**src/rtl/dflash_pkg.sv**
```systemverilog
// Shared types for the dataflash command sequencer.
// Assumes: 12-bit page index, 10-bit offset, 9-bit block, 4-bit sector.
package dflash_pkg;

    localparam int PAGE_W = 12;
    localparam int OFFS_W = 10;

    typedef enum logic [3:0] {
        CMD_STATUS, CMD_ID, CMD_PAGE_RD, CMD_CONT_RD, CMD_BUF_RD, CMD_BUF_WR,
        CMD_PROGRAM, CMD_LOAD, CMD_PAGE_ERASE, CMD_BLOCK_ERASE, CMD_SECTOR_ERASE,
        CMD_CHIP_ERASE, CMD_COMPARE, CMD_SLEEP, CMD_RESUME
    } cmd_e;

    typedef enum logic [2:0] {
        ST_IDLE, ST_GAP, ST_HDR, ST_DATA, ST_POLL_OP, ST_POLL_RD, ST_WAKE, ST_FIN
    } state_e;

    // Commands that end with one data byte in each direction.
    function automatic logic has_data(cmd_e c);
        return c inside {CMD_STATUS, CMD_ID, CMD_PAGE_RD, CMD_CONT_RD, CMD_BUF_RD, CMD_BUF_WR};
    endfunction

    // Commands that start an internal operation and need ready polling.
    function automatic logic runs_internal(cmd_e c);
        return c inside {CMD_PROGRAM, CMD_LOAD, CMD_PAGE_ERASE, CMD_BLOCK_ERASE,
                         CMD_SECTOR_ERASE, CMD_CHIP_ERASE, CMD_COMPARE};
    endfunction

endpackage

```
**src/rtl/dflash_spi_byte.sv**
```systemverilog
// Mode 0 byte shifter with its own clock divider.
// Does: shifts one byte out MSB first, samples MISO on each rising SCK edge,
//       and pulses done after the eighth falling edge.
// Assumes: start arrives only while busy is low; tx is valid with start.
module dflash_spi_byte #(
    parameter int HALF_DIV = 2
) (
    input  logic       clk,
    input  logic       rst_n,
    input  logic       start,
    input  logic [7:0] tx,
    input  logic       miso,
    output logic       sck,
    output logic       mosi,
    output logic       busy,
    output logic       done,
    output logic [7:0] rx
);

    localparam int DIV_W = (HALF_DIV > 1) ? $clog2(HALF_DIV) : 1;

    logic [DIV_W-1:0] div;
    logic [2:0]       bitn;
    logic [7:0]       sh;
    logic             tick;

    assign tick = busy && (div == DIV_W'(HALF_DIV - 1));
    assign mosi = sh[7];

    // Divider, SCK phase toggling, and the shift registers for both directions.
    always_ff @(posedge clk) begin
        if (!rst_n) begin
            div  <= '0;
            bitn <= '0;
            sh   <= '0;
            rx   <= '0;
            sck  <= 1'b0;
            busy <= 1'b0;
            done <= 1'b0;
        end else begin
            done <= 1'b0;
            if (start) begin
                sh   <= tx;
                busy <= 1'b1;
                div  <= '0;
                bitn <= '0;
                sck  <= 1'b0;
            end else if (busy) begin
                div <= tick ? '0 : div + 1'b1;
                if (tick) begin
                    if (!sck) begin
                        sck <= 1'b1;
                        rx  <= {rx[6:0], miso};
                    end else begin
                        sck <= 1'b0;
                        if (bitn == 3'd7) begin
                            busy <= 1'b0;
                            done <= 1'b1;
                        end else begin
                            bitn <= bitn + 1'b1;
                            sh   <= {sh[6:0], 1'b0};
                        end
                    end
                end
            end
        end
    end

    assert_start_idle_R2: assert property (@(posedge clk) disable iff (!rst_n)
        start |-> !busy);
    assert_done_sck_low_R2: assert property (@(posedge clk) disable iff (!rst_n)
        done |-> (!sck && !busy));
    assert_mosi_hold_R2: assert property (@(posedge clk) disable iff (!rst_n)
        (busy && $past(busy) && sck) |-> $stable(mosi));

endmodule

```
**src/rtl/dflash_frame.sv**
```systemverilog
// Header byte builder.
// Does: for a command and byte index, returns the header byte (opcode,
//       packed address, dummy) and the header length in bytes.
// Assumes: opcode has already been selected; CHIP_SEQ[23:0] is the chip-erase tail.
module dflash_frame
    import dflash_pkg::*;
#(
    parameter logic [31:0] CHIP_SEQ = 32'hC794_809A
) (
    input  cmd_e              cmd,
    input  logic              slow,
    input  logic [PAGE_W-1:0] arg,
    input  logic [OFFS_W-1:0] off,
    input  logic [7:0]        opcode,
    input  logic [2:0]        idx,
    output logic [7:0]        byte_o,
    output logic [3:0]        hdr_len
);

    logic [7:0] a1, a2, a3;

    // Address packing: one layout per command family.
    always_comb begin
        a1 = {2'b00, arg[11:6]};
        a2 = {arg[5:0], 2'b00};
        a3 = 8'h00;
        case (cmd)
            CMD_PAGE_RD, CMD_CONT_RD: begin
                a2 = {arg[5:0], off[9:8]};
                a3 = off[7:0];
            end
            CMD_BUF_RD, CMD_BUF_WR: begin
                a1 = 8'h00;
                a2 = {6'b0, off[9:8]};
                a3 = off[7:0];
            end
            CMD_BLOCK_ERASE: begin
                a1 = {2'b00, arg[8:3]};
                a2 = {arg[2:0], 5'b0};
            end
            CMD_SECTOR_ERASE: begin
                if (arg[3:0] == 4'hA || arg[3:0] == 4'hB) begin
                    a1 = 8'h00;
                    a2 = {3'b000, arg[0], 4'b0000};
                end else begin
                    a1 = {3'b000, arg[3:0], 1'b0};
                    a2 = 8'h00;
                end
            end
            CMD_CHIP_ERASE: begin
                a1 = CHIP_SEQ[23:16];
                a2 = CHIP_SEQ[15:8];
                a3 = CHIP_SEQ[7:0];
            end
            default: ;
        endcase
    end

    // Header length per command, dummy bytes included.
    always_comb begin
        case (cmd)
            CMD_STATUS, CMD_ID, CMD_SLEEP, CMD_RESUME: hdr_len = 4'd1;
            CMD_PAGE_RD:                               hdr_len = 4'd8;
            CMD_CONT_RD:                               hdr_len = slow ? 4'd4 : 4'd5;
            default:                                   hdr_len = 4'd4;
        endcase
    end

    // Byte select; any index past the address is a zero dummy.
    always_comb begin
        case (idx)
            3'd0:    byte_o = opcode;
            3'd1:    byte_o = a1;
            3'd2:    byte_o = a2;
            3'd3:    byte_o = a3;
            default: byte_o = 8'h00;
        endcase
    end

endmodule

```
**src/rtl/dflash_seq.sv**
```systemverilog
// Dataflash command sequencer, top level.
// Does: accepts one request while idle, runs the framed command on the SPI
//       link, polls status for internal operations, and pulses done with
//       the result.
// Assumes: req_valid is sampled only while req_ready is high; the device
//          eventually reports ready.
module dflash_seq
    import dflash_pkg::*;
#(
    parameter int          HALF_DIV     = 2,
    parameter int          CS_GAP       = 2,
    parameter int          WAKE_CYC     = 1750,
    parameter int          RDY_BIT      = 7,
    parameter int          CMP_BIT      = 6,
    parameter logic [7:0]  OP_STATUS    = 8'hD7,
    parameter logic [7:0]  OP_ID        = 8'h9F,
    parameter logic [7:0]  OP_PAGE_RD   = 8'hD2,
    parameter logic [7:0]  OP_CONT_FAST = 8'h0B,
    parameter logic [7:0]  OP_CONT_SLOW = 8'h03,
    parameter logic [15:0] OP_BRD_FAST  = 16'hD6D4,
    parameter logic [15:0] OP_BRD_SLOW  = 16'hD3D1,
    parameter logic [15:0] OP_BWR       = 16'h8784,
    parameter logic [15:0] OP_PROG_ER   = 16'h8683,
    parameter logic [15:0] OP_PROG      = 16'h8988,
    parameter logic [15:0] OP_LOAD      = 16'h5553,
    parameter logic [15:0] OP_CMP       = 16'h6160,
    parameter logic [7:0]  OP_PG_ERASE  = 8'h81,
    parameter logic [7:0]  OP_BLK_ERASE = 8'h50,
    parameter logic [7:0]  OP_SEC_ERASE = 8'h7C,
    parameter logic [31:0] CHIP_SEQ     = 32'hC794_809A,
    parameter logic [7:0]  OP_SLEEP     = 8'hB9,
    parameter logic [7:0]  OP_RESUME    = 8'hAB
) (
    input  logic        clk,
    input  logic        rst_n,
    input  logic        req_valid,
    input  logic [3:0]  req_cmd,
    input  logic [11:0] req_arg,
    input  logic [9:0]  req_offset,
    input  logic        req_buf2,
    input  logic        req_slow,
    input  logic        req_erase,
    input  logic [7:0]  req_wdata,
    output logic        req_ready,
    output logic        done,
    output logic [7:0]  result,
    output logic        match,
    output logic        spi_sck,
    output logic        spi_cs_n,
    output logic        spi_mosi,
    input  logic        spi_miso
);

    localparam int CNT_MAX = (WAKE_CYC > CS_GAP) ? WAKE_CYC : CS_GAP;
    localparam int CNT_W   = $clog2(CNT_MAX + 1);

    state_e             st, after;
    cmd_e               c_cmd;
    logic [PAGE_W-1:0]  c_arg;
    logic [OFFS_W-1:0]  c_off;
    logic               c_buf2, c_slow, c_erase;
    logic [7:0]         c_wd;
    logic [2:0]         idx;
    logic [CNT_W-1:0]   cnt;
    logic               kick;
    logic [7:0]         opcode, hdr_byte, tx;
    logic [3:0]         hdr_len;
    logic               eng_busy, eng_done;
    logic [7:0]         eng_rx;
    logic               last_hdr;

    // Opcode choice from the captured command and its select bits.
    always_comb begin
        case (c_cmd)
            CMD_STATUS:       opcode = OP_STATUS;
            CMD_ID:           opcode = OP_ID;
            CMD_PAGE_RD:      opcode = OP_PAGE_RD;
            CMD_CONT_RD:      opcode = c_slow ? OP_CONT_SLOW : OP_CONT_FAST;
            CMD_BUF_RD:       opcode = c_slow ? (c_buf2 ? OP_BRD_SLOW[15:8] : OP_BRD_SLOW[7:0])
                                              : (c_buf2 ? OP_BRD_FAST[15:8] : OP_BRD_FAST[7:0]);
            CMD_BUF_WR:       opcode = c_buf2 ? OP_BWR[15:8] : OP_BWR[7:0];
            CMD_PROGRAM:      opcode = c_erase ? (c_buf2 ? OP_PROG_ER[15:8] : OP_PROG_ER[7:0])
                                               : (c_buf2 ? OP_PROG[15:8] : OP_PROG[7:0]);
            CMD_LOAD:         opcode = c_buf2 ? OP_LOAD[15:8] : OP_LOAD[7:0];
            CMD_PAGE_ERASE:   opcode = OP_PG_ERASE;
            CMD_BLOCK_ERASE:  opcode = OP_BLK_ERASE;
            CMD_SECTOR_ERASE: opcode = OP_SEC_ERASE;
            CMD_CHIP_ERASE:   opcode = CHIP_SEQ[31:24];
            CMD_COMPARE:      opcode = c_buf2 ? OP_CMP[15:8] : OP_CMP[7:0];
            CMD_SLEEP:        opcode = OP_SLEEP;
            default:          opcode = OP_RESUME;
        endcase
    end

    dflash_frame #(.CHIP_SEQ(CHIP_SEQ)) frame_i (
        .cmd(c_cmd), .slow(c_slow), .arg(c_arg), .off(c_off), .opcode(opcode),
        .idx(idx), .byte_o(hdr_byte), .hdr_len(hdr_len)
    );

    // Byte offered to the shifter in each sending state.
    always_comb begin
        case (st)
            ST_DATA:    tx = c_wd;
            ST_POLL_OP: tx = OP_STATUS;
            ST_POLL_RD: tx = 8'h00;
            default:    tx = hdr_byte;
        endcase
    end

    dflash_spi_byte #(.HALF_DIV(HALF_DIV)) shift_i (
        .clk(clk), .rst_n(rst_n), .start(kick), .tx(tx), .miso(spi_miso),
        .sck(spi_sck), .mosi(spi_mosi), .busy(eng_busy), .done(eng_done), .rx(eng_rx)
    );

    assign last_hdr  = ({1'b0, idx} == hdr_len - 4'd1);
    assign req_ready = (st == ST_IDLE);
    assign done      = (st == ST_FIN);
    assign spi_cs_n  = !(st inside {ST_HDR, ST_DATA, ST_POLL_OP, ST_POLL_RD});

    // Command sequencing: gap, header, data or poll loop, wake hold, finish.
    always_ff @(posedge clk) begin
        if (!rst_n) begin
            st      <= ST_IDLE;
            after   <= ST_HDR;
            c_cmd   <= CMD_STATUS;
            c_arg   <= '0;
            c_off   <= '0;
            c_buf2  <= 1'b0;
            c_slow  <= 1'b0;
            c_erase <= 1'b0;
            c_wd    <= '0;
            idx     <= '0;
            cnt     <= '0;
            kick    <= 1'b0;
            result  <= '0;
            match   <= 1'b0;
        end else begin
            kick <= 1'b0;
            case (st)
                ST_IDLE: if (req_valid) begin
                    c_cmd   <= cmd_e'(req_cmd);
                    c_arg   <= req_arg;
                    c_off   <= req_offset;
                    c_buf2  <= req_buf2;
                    c_slow  <= req_slow;
                    c_erase <= req_erase;
                    c_wd    <= req_wdata;
                    result  <= '0;
                    match   <= 1'b0;
                    idx     <= '0;
                    cnt     <= '0;
                    after   <= ST_HDR;
                    st      <= ST_GAP;
                end
                ST_GAP: if (cnt == CNT_W'(CS_GAP - 1)) begin
                    st   <= after;
                    kick <= 1'b1;
                    cnt  <= '0;
                end else begin
                    cnt <= cnt + 1'b1;
                end
                ST_HDR: if (eng_done) begin
                    if (!last_hdr) begin
                        idx  <= idx + 1'b1;
                        kick <= 1'b1;
                    end else if (has_data(c_cmd)) begin
                        st   <= ST_DATA;
                        kick <= 1'b1;
                    end else if (runs_internal(c_cmd)) begin
                        st    <= ST_GAP;
                        after <= ST_POLL_OP;
                        cnt   <= '0;
                    end else if (c_cmd == CMD_RESUME) begin
                        st  <= ST_WAKE;
                        cnt <= '0;
                    end else begin
                        st <= ST_FIN;
                    end
                end
                ST_DATA: if (eng_done) begin
                    result <= eng_rx;
                    st     <= ST_FIN;
                end
                ST_POLL_OP: if (eng_done) begin
                    st   <= ST_POLL_RD;
                    kick <= 1'b1;
                end
                ST_POLL_RD: if (eng_done) begin
                    result <= eng_rx;
                    match  <= (c_cmd == CMD_COMPARE) && !eng_rx[CMP_BIT];
                    if (eng_rx[RDY_BIT]) begin
                        st <= ST_FIN;
                    end else begin
                        st    <= ST_GAP;
                        after <= ST_POLL_OP;
                        cnt   <= '0;
                    end
                end
                ST_WAKE: if (cnt == CNT_W'(WAKE_CYC - 1)) begin
                    st <= ST_FIN;
                end else begin
                    cnt <= cnt + 1'b1;
                end
                default: st <= ST_IDLE;
            endcase
        end
    end

    assert_idle_sck_low_R1: assert property (@(posedge clk) disable iff (!rst_n)
        spi_cs_n |-> !spi_sck);
    assert_accept_gap_R1: assert property (@(posedge clk) disable iff (!rst_n)
        (req_valid && req_ready) |=> spi_cs_n);
    assert_done_single_R12: assert property (@(posedge clk) disable iff (!rst_n)
        done |=> !done);
    assert_done_busy_R12: assert property (@(posedge clk) disable iff (!rst_n)
        done |-> (!req_ready && spi_cs_n));
    assert_poll_ready_R9: assert property (@(posedge clk) disable iff (!rst_n)
        (done && runs_internal(c_cmd)) |-> result[RDY_BIT]);
    assert_match_only_cmp_R10: assert property (@(posedge clk) disable iff (!rst_n)
        (done && c_cmd != CMD_COMPARE) |-> !match);
    assert_kick_idle_R2: assert property (@(posedge clk) disable iff (!rst_n)
        kick |-> !eng_busy);

endmodule

```
**config.mk**
```make
export PLATFORM = sky130hd
export DESIGN_NAME = dflash_seq
export DESIGN_NICKNAME = d
export VERILOG_FILES = /design/src/rtl/dflash_pkg.sv /design/src/rtl/dflash_spi_byte.sv /design/src/rtl/dflash_frame.sv /design/src/rtl/dflash_seq.sv
export SDC_FILE = /design/constraint.sdc
export NUM_CORES = 1
export LEC_CHECK = 0
export ABC_AREA = 0
export ABC_CLOCK_PERIOD_IN_PS = 4050
export BUFFER_PORTS_ARGS = -buffer_cell sky130_fd_sc_hd__buf_2
export CAP_MARGIN = 10
export CORE_ASPECT_RATIO = 0.5
export CORE_UTILIZATION = 59
export CTS_BUF_LIST = sky130_fd_sc_hd__clkbuf_16
export CTS_CLUSTER_DIAMETER = 120
export DETAILED_ROUTE_END_ITERATION = 7
export PLACE_DENSITY = 0.8
export SLEW_MARGIN = 5
export SYNTH_ARGS = -nofsm -noshare
export SYNTH_HDL_FRONTEND = slang
export SYNTH_HIERARCHICAL = 1
export SYNTH_SLANG_ARGS = --single-unit
```
**constraint.sdc**
```tcl
create_clock -name clk -period 4.05 [get_ports clk]
set_clock_uncertainty 0.05 [all_clocks]
set_input_delay 0.81 -clock clk [delete_from_list [all_inputs] [get_ports clk]]
set_output_delay 0.81 -clock clk [all_outputs]
set_load 0.01 [all_outputs]
```
==> results.tsv, run 1 <==
stage	metric	value	unit
status	status	finished, final reports clean	
drt	# DRC	0	
timing	RSZ-0062 raised after global routing	no	
final_layout	share of cells above drive strength 1	13.1	%
timing	fmax	326	MHz
power_and_ir_drop	Leak	2.25	nW
timing	Slew Limit Fails	0	
clock_tree	post-CTS setup buffer count	0	
timing	Final TNS setup	0	ps
placement	port bufs	54	
floorplan	DIE HEIGHT	68.8	um
final_layout	final instance area	0.00584	mm^2
floorplan	num rows	23	
clock_tree	clock sink count	89	
floorplan	Core Footprint	0.00832	mm^2
drt	via count of the routed design	5008	
logic_synthesis	Yosys reg bits	89	
worst_hold_path	Worst Hold Class	reg2reg	
final_layout	filler cell count	709	
run	maxcap violations	0	
logic_synthesis	Syn Nets	725	
critical_path	Worst Path Max Fanout	20	
logic_synthesis	Cells after Synth	675	
power_and_ir_drop	Tot Pwr	3.38	mW
logic_synthesis	Synth cell types	75	
global_routing	GRT Total Usage	29.0	%
drt	Avg WL per Cell	15.9	um
critical_path	critical path type	reg2reg	
critical_path	Crit. End Element	register	
drt	vias per cell	6.14	
clock_tree	cts hold-fix bufs	0	
timing	Final min period	3070	ps
timing	setup violators final	0	
global_routing	initial antenna violation count	0	
timing	Slew headroom	32.3	%
placement	gp weighted congestion	0.986	
clock_tree	CTS tree	yes	
global_routing	GRT Residual Overflow	0	
timing	final hold vios	0	
critical_path	CP required	4270	ps
final_layout	n_diodes	0	
floorplan	initial core utilization	63.4	%
critical_path	crit start category	register	
global_routing	largest net degree at the start of global routing	48	
global_routing	global-route wire length before repair	21200	um
logic_synthesis	warnings from Yosys	6	
placement	DP Area	0.00550	mm^2
clock_tree	Clk Latency, worst-skew pair	340	ps
power_and_ir_drop	PwrDens	579	mW/mm^2
clock_tree	H-Tree Depth	3	
critical_path	critical path data arrival time	3300	ps
clock_tree	clk root buf	clkbuf_16	
clock_tree	post-CTS sizing	0	
logic_synthesis	Post-Syn Area	0.00527	mm^2
final_layout	final-stage net count	750	
logic_synthesis	sequential fraction of the synthesis area	33.8	%
logic_synthesis	syn avg cell area	7.81	um^2
floorplan	I/O pins	55	
final_layout	FF/Latch Area	0.00178	mm^2
clock_tree	buffer depth of the longest clock path	2	
final_layout	P&R area growth vs syn	10.8	%
timing	Final period util	75.8	%
clock_tree	clk slew on worst S/H paths	70	ps
final_layout	multi-input logic area	0.00316	mm^2
placement	DPL Wire Length	8890	um
global_routing	vias in the first global route	4297	
timing	Worst Max-Slew Pin Slew	1010	ps
clock_tree	total CTS buffers	9	
drt	wirelength, routed	13000	um
final_layout	Cell Count, Final, Fillers Out	816	
floorplan	Die W	136	um
floorplan	die area	0.00933	mm^2
logic_synthesis	Synth Flop Type	dfxtp_1	
drt	Detail Route Antenna Nets	0	
power_and_ir_drop	VDD IR max	0.000334	V
drt	Iter 0 DRT Violations	546	
placement	placed cells	801	
logic_synthesis	Async SR Flop Fraction	0	%
logic_synthesis	Post-synth EDFFs	0	
drt	drt first pass iters	5	
timing	final hold slack	405	ps
area by class of cell:
type	instances	area share, %
Multi-Input combinational cell	517	54.2
Sequential cell	89	30.5
Timing Repair Buffer	63	5.79
Clock buffer	9	3.86
Tap cell	112	2.40
Clock inverter	6	1.97
Inverter	20	1.29
kinds of logic (layout without fill, tap and decap cells):
logic type      count (synthesis)  count (layout)  synth area share [%]
compound gates                212             212                  26.5
xor+xnor                        9               9                  1.50
fa+ha+maj                       9               9                  2.14
buf+inv                        69              98                  6.13
flops                          89              89                  33.8
mux                            33              33                  6.32
other cells                     1               1                0.0712
simple gates                  253             253                  23.6
registers in the layout, summed over array words and instances (netlist names), 2 cells and up:
name and count:
st 3, c_cmd 4, shift_i/bitn 3, shift_i/rx 8, idx 3, cnt 11
c_wd 8, after 2, result 8, c_arg 12, shift_i/sh 8, c_off 10
path summary, 6_finish.rpt:
check	startpoint	to	slack, ps	depth (start not counted)
worst max register to register	c_cmd[2]	st[0]	980	10
worst min-delay path	c_off[3]	c_off[3]	410	2
worst max-delay path	c_cmd[2]	st[0]	980	10
worst min register to register	c_off[3]	c_off[3]	410	2
synthesized netlist by cell type, drive strengths merged (9+ instances only):
cell type / number / area share, %
nand2: 111 / 8.0
dfxtp: 89 / 34
a21oi: 75 / 7.1
o21ai: 46 / 4.4
nor2: 41 / 2.9
clkbuf: 38 / 2.9
mux2i: 31 / 5.9
inv: 20 / 1.4
nand2b: 19 / 2.3
nor2b: 14 / 1.7
nand3: 12 / 1.1
nor3: 12 / 1.1
and3: 10 / 1.2
buf: 10 / 1.2
a211oi: 9 / 1.4
a311oi: 9 / 1.5
ha: 9 / 2.1
layer usage:
layer  wire length, um  GRT usage (%)
met5                 0              0
met4               178           8.99
met3               984           6.36
met2              5800           47.2
met1              6040           38.8
critical path, cell delays in order, from the launching register on:
cell	delay [ps]
dfxtp_1	670
nor3_1	130
o21ai_0	170
o311ai_0	260
inv_1	140
ha_1	240
xnor2_1	120
a311oi_1	290
o21ai_0	280
a211oi_2	420
mux2i_1	220
placed cells by master (no fill, tap or decap), types with 5 or more instances in the layout:
master / n
nand2_1: 110
dfxtp_1: 89
a21oi_1: 75
buf_2: 54
o21ai_0: 45
nor2_1: 41
mux2i_1: 31
inv_1: 20
nand2b_1: 19
nor2b_1: 14
nor3_1: 12
nand3_1: 12
and3_1: 9
a311oi_1: 9
ha_1: 9
clkbuf_16: 9
buf_4: 9
a211oi_1: 8
a221o_1: 7
nor3b_1: 6
a31oi_1: 6
o21a_1: 6
xnor2_1: 5
nand3b_1: 5
o211ai_1: 5
power by group:
| group | switching (mW) | internal (mW) |
|---|---|---|
| sequential | 0.161 | 0.980 |
| clock | 0.354 | 0.605 |
| combinational | 0.788 | 0.492 |
through the flow:
stage	utilization (%)	worst slack (ps)
global route	70.2	686
finish	70.2	978
global placement	66.1	1190
detailed placement	66.1	1040
CTS	70.2	996
floorplan	-	1200
No activity file was read; power rests on OpenSTA's default activity.
==> run 2, diff against run 1 <==
ABC_CLOCK_PERIOD_IN_PS = 3200   (was 4050)
clock period = 3.2 ns   (was 4.05 ns; I/O delays follow)
==> results.tsv, run 2 (same netlist as run 1, synthesis figures left out) <==
stage	metric	value	unit
timing	Worst Max-Slew Pin Slew	714	ps
final_layout	share of cells above drive strength 1	14.5	%
floorplan	I/O pins	55	
global_routing	GRT Total Usage	29.2	%
clock_tree	clk slew on worst S/H paths	70	ps
timing	RSZ-0062 raised after global routing	no	
placement	gp weighted congestion	0.935	
status	status	finished, final reports clean	
timing	Slew headroom	52.1	%
clock_tree	post-CTS setup buffer count	0	
final_layout	P&R area growth vs syn	12.3	%
critical_path	critical path, cell by cell	buf_12 -> nor3_1 -> o21ai_0 -> o311ai_0 -> inv_1 -> ha_1 -> xnor2_1 -> a311oi_1 -> o21ai_0 -> a211oi_2 -> mux2i_1	
drt	vias per cell	6.07	
final_layout	FF/Latch Area	0.00178	mm^2
critical_path	critical path type	reg2reg	
drt	# DRC	0	
clock_tree	clock sink count	89	
final_layout	n_diodes	0	
power_and_ir_drop	Tot Pwr	4.20	mW
drt	Detail Route Antenna Nets	0	
global_routing	global-route wire length before repair	21300	um
global_routing	GRT Residual Overflow	0	
placement	DPL Wire Length	9190	um
critical_path	Crit-path slowest cell	dfxtp_1	
clock_tree	clk root buf	clkbuf_16	
critical_path	Crit. End Element	register	
global_routing	vias in the first global route	4320	
clock_tree	post-CTS sizing	0	
floorplan	initial core utilization	63.4	%
drt	drt first pass iters	5	
critical_path	crit start category	register	
drt	Iter 0 DRT Violations	550	
floorplan	num rows	23	
final_layout	most frequent cells in the layout	nand2_1 (110), dfxtp_1 (89), a21oi_1 (75)	
drt	via count of the routed design	5036	
timing	final hold vios	0	
timing	Final min period	2920	ps
drt	Avg WL per Cell	15.6	um
clock_tree	total CTS buffers	9	
timing	final hold slack	405	ps
final_layout	most common cell after layout, fill and taps aside	nand2_1	
power_and_ir_drop	PwrDens	709	mW/mm^2
clock_tree	buffer depth of the longest clock path	2	
timing	Final TNS setup	0	ps
final_layout	number of flip-flops under the largest register name	12	
timing	Slew Limit Fails	0	
placement	port bufs	54	
run	maxcap violations	0	
clock_tree	cts hold-fix bufs	0	
global_routing	initial antenna violation count	0	
final_layout	largest register by flop count	c_arg	
final_layout	Top Registers	c_arg (12), cnt (11), c_off (10)	
clock_tree	CTS tree	yes	
power_and_ir_drop	Leak	2.30	nW
timing	Final period util	91.3	%
critical_path	cell repeated most along the worst path	o21ai_0	
floorplan	Core Footprint	0.00832	mm^2
power_and_ir_drop	VDD IR max	0.000367	V
final_layout	filler cell count	682	
critical_path	CP max stage delay	450	ps
critical_path	critical path data arrival time	3150	ps
final_layout	multi-input logic area	0.00316	mm^2
floorplan	die area	0.00933	mm^2
critical_path	Worst Path Max Fanout	28	
final_layout	post-layout util	71.2	%
clock_tree	H-Tree Depth	3	
floorplan	Die W	136	um
clock_tree	Clk Latency, worst-skew pair	350	ps
timing	fmax	342	MHz
final_layout	final-stage net count	762	
floorplan	DIE HEIGHT	68.8	um
worst_hold_path	Worst Hold Class	reg2reg	
drt	wirelength, routed	12900	um
timing	setup violators final	0	
global_routing	largest net degree at the start of global routing	34	
critical_path	CP required	3430	ps
## run 2: final timing paths
kind / start / to / slack (ps) / cells after the start
worst min-delay path: c_wd[7] / c_wd[7] / 410 / 2
worst max register to register: c_cmd[2] / st[0] / 280 / 11
worst min register to register: c_wd[7] / c_wd[7] / 410 / 2
worst max-delay path: c_cmd[2] / st[0] / 280 / 11
## run 2: power breakdown
group | switching, mW | internal [mW] | leakage, nW
Combinational | 1.04 | 0.680 | 1.43
Clock | 0.460 | 0.613 | 0.146
Sequential | 0.170 | 1.24 | 0.723
Total | 1.67 | 2.53 | 2.30
## run 2: routing by layer
metal	wire length, um	share of wire, %	track usage (%)	vias up
met4	137	1.1	7.16	0
met3	917	7.1	6.43	14
met5	0	0	0	-
li1	-	-	-	2494
met1	6160	48	40.6	2348
met2	5720	44	46.2	180
## run 2: cell type report
cell class / count / share of cell area (%)
clock buffers: 9 / 3.81
repair buffers: 75 / 7.65
multi-input cells: 517 / 53.5
inverters: 20 / 1.27
clock inverters: 7 / 1.33
well taps: 112 / 2.37
flip-flops and latches: 89 / 30.1
## run 2: critical path, delay by kind of cell, from the launching register on
kind / cells / cell delay (ps)
AOI/OAI and AO/OA: 5 / 1400
DFF: 1 / 450
buffers and inverters: 2 / 290
adders and majority gates: 1 / 240
xor gates and xnor gates: 1 / 130
muxes: 1 / 220
and+or+nand+nor: 1 / 60
## run 2: per-stage QoR
stage / worst slack (ps) / cells / cell area [um^2]
finish: 278 / 829 / 5920
CTS: 306 / 829 / 5920
global route: 69.9 / 829 / 5920
detailed placement: 333 / 813 / 5610
global placement: 406 / 813 / 5610
floorplan: 352 / 675 / 5270
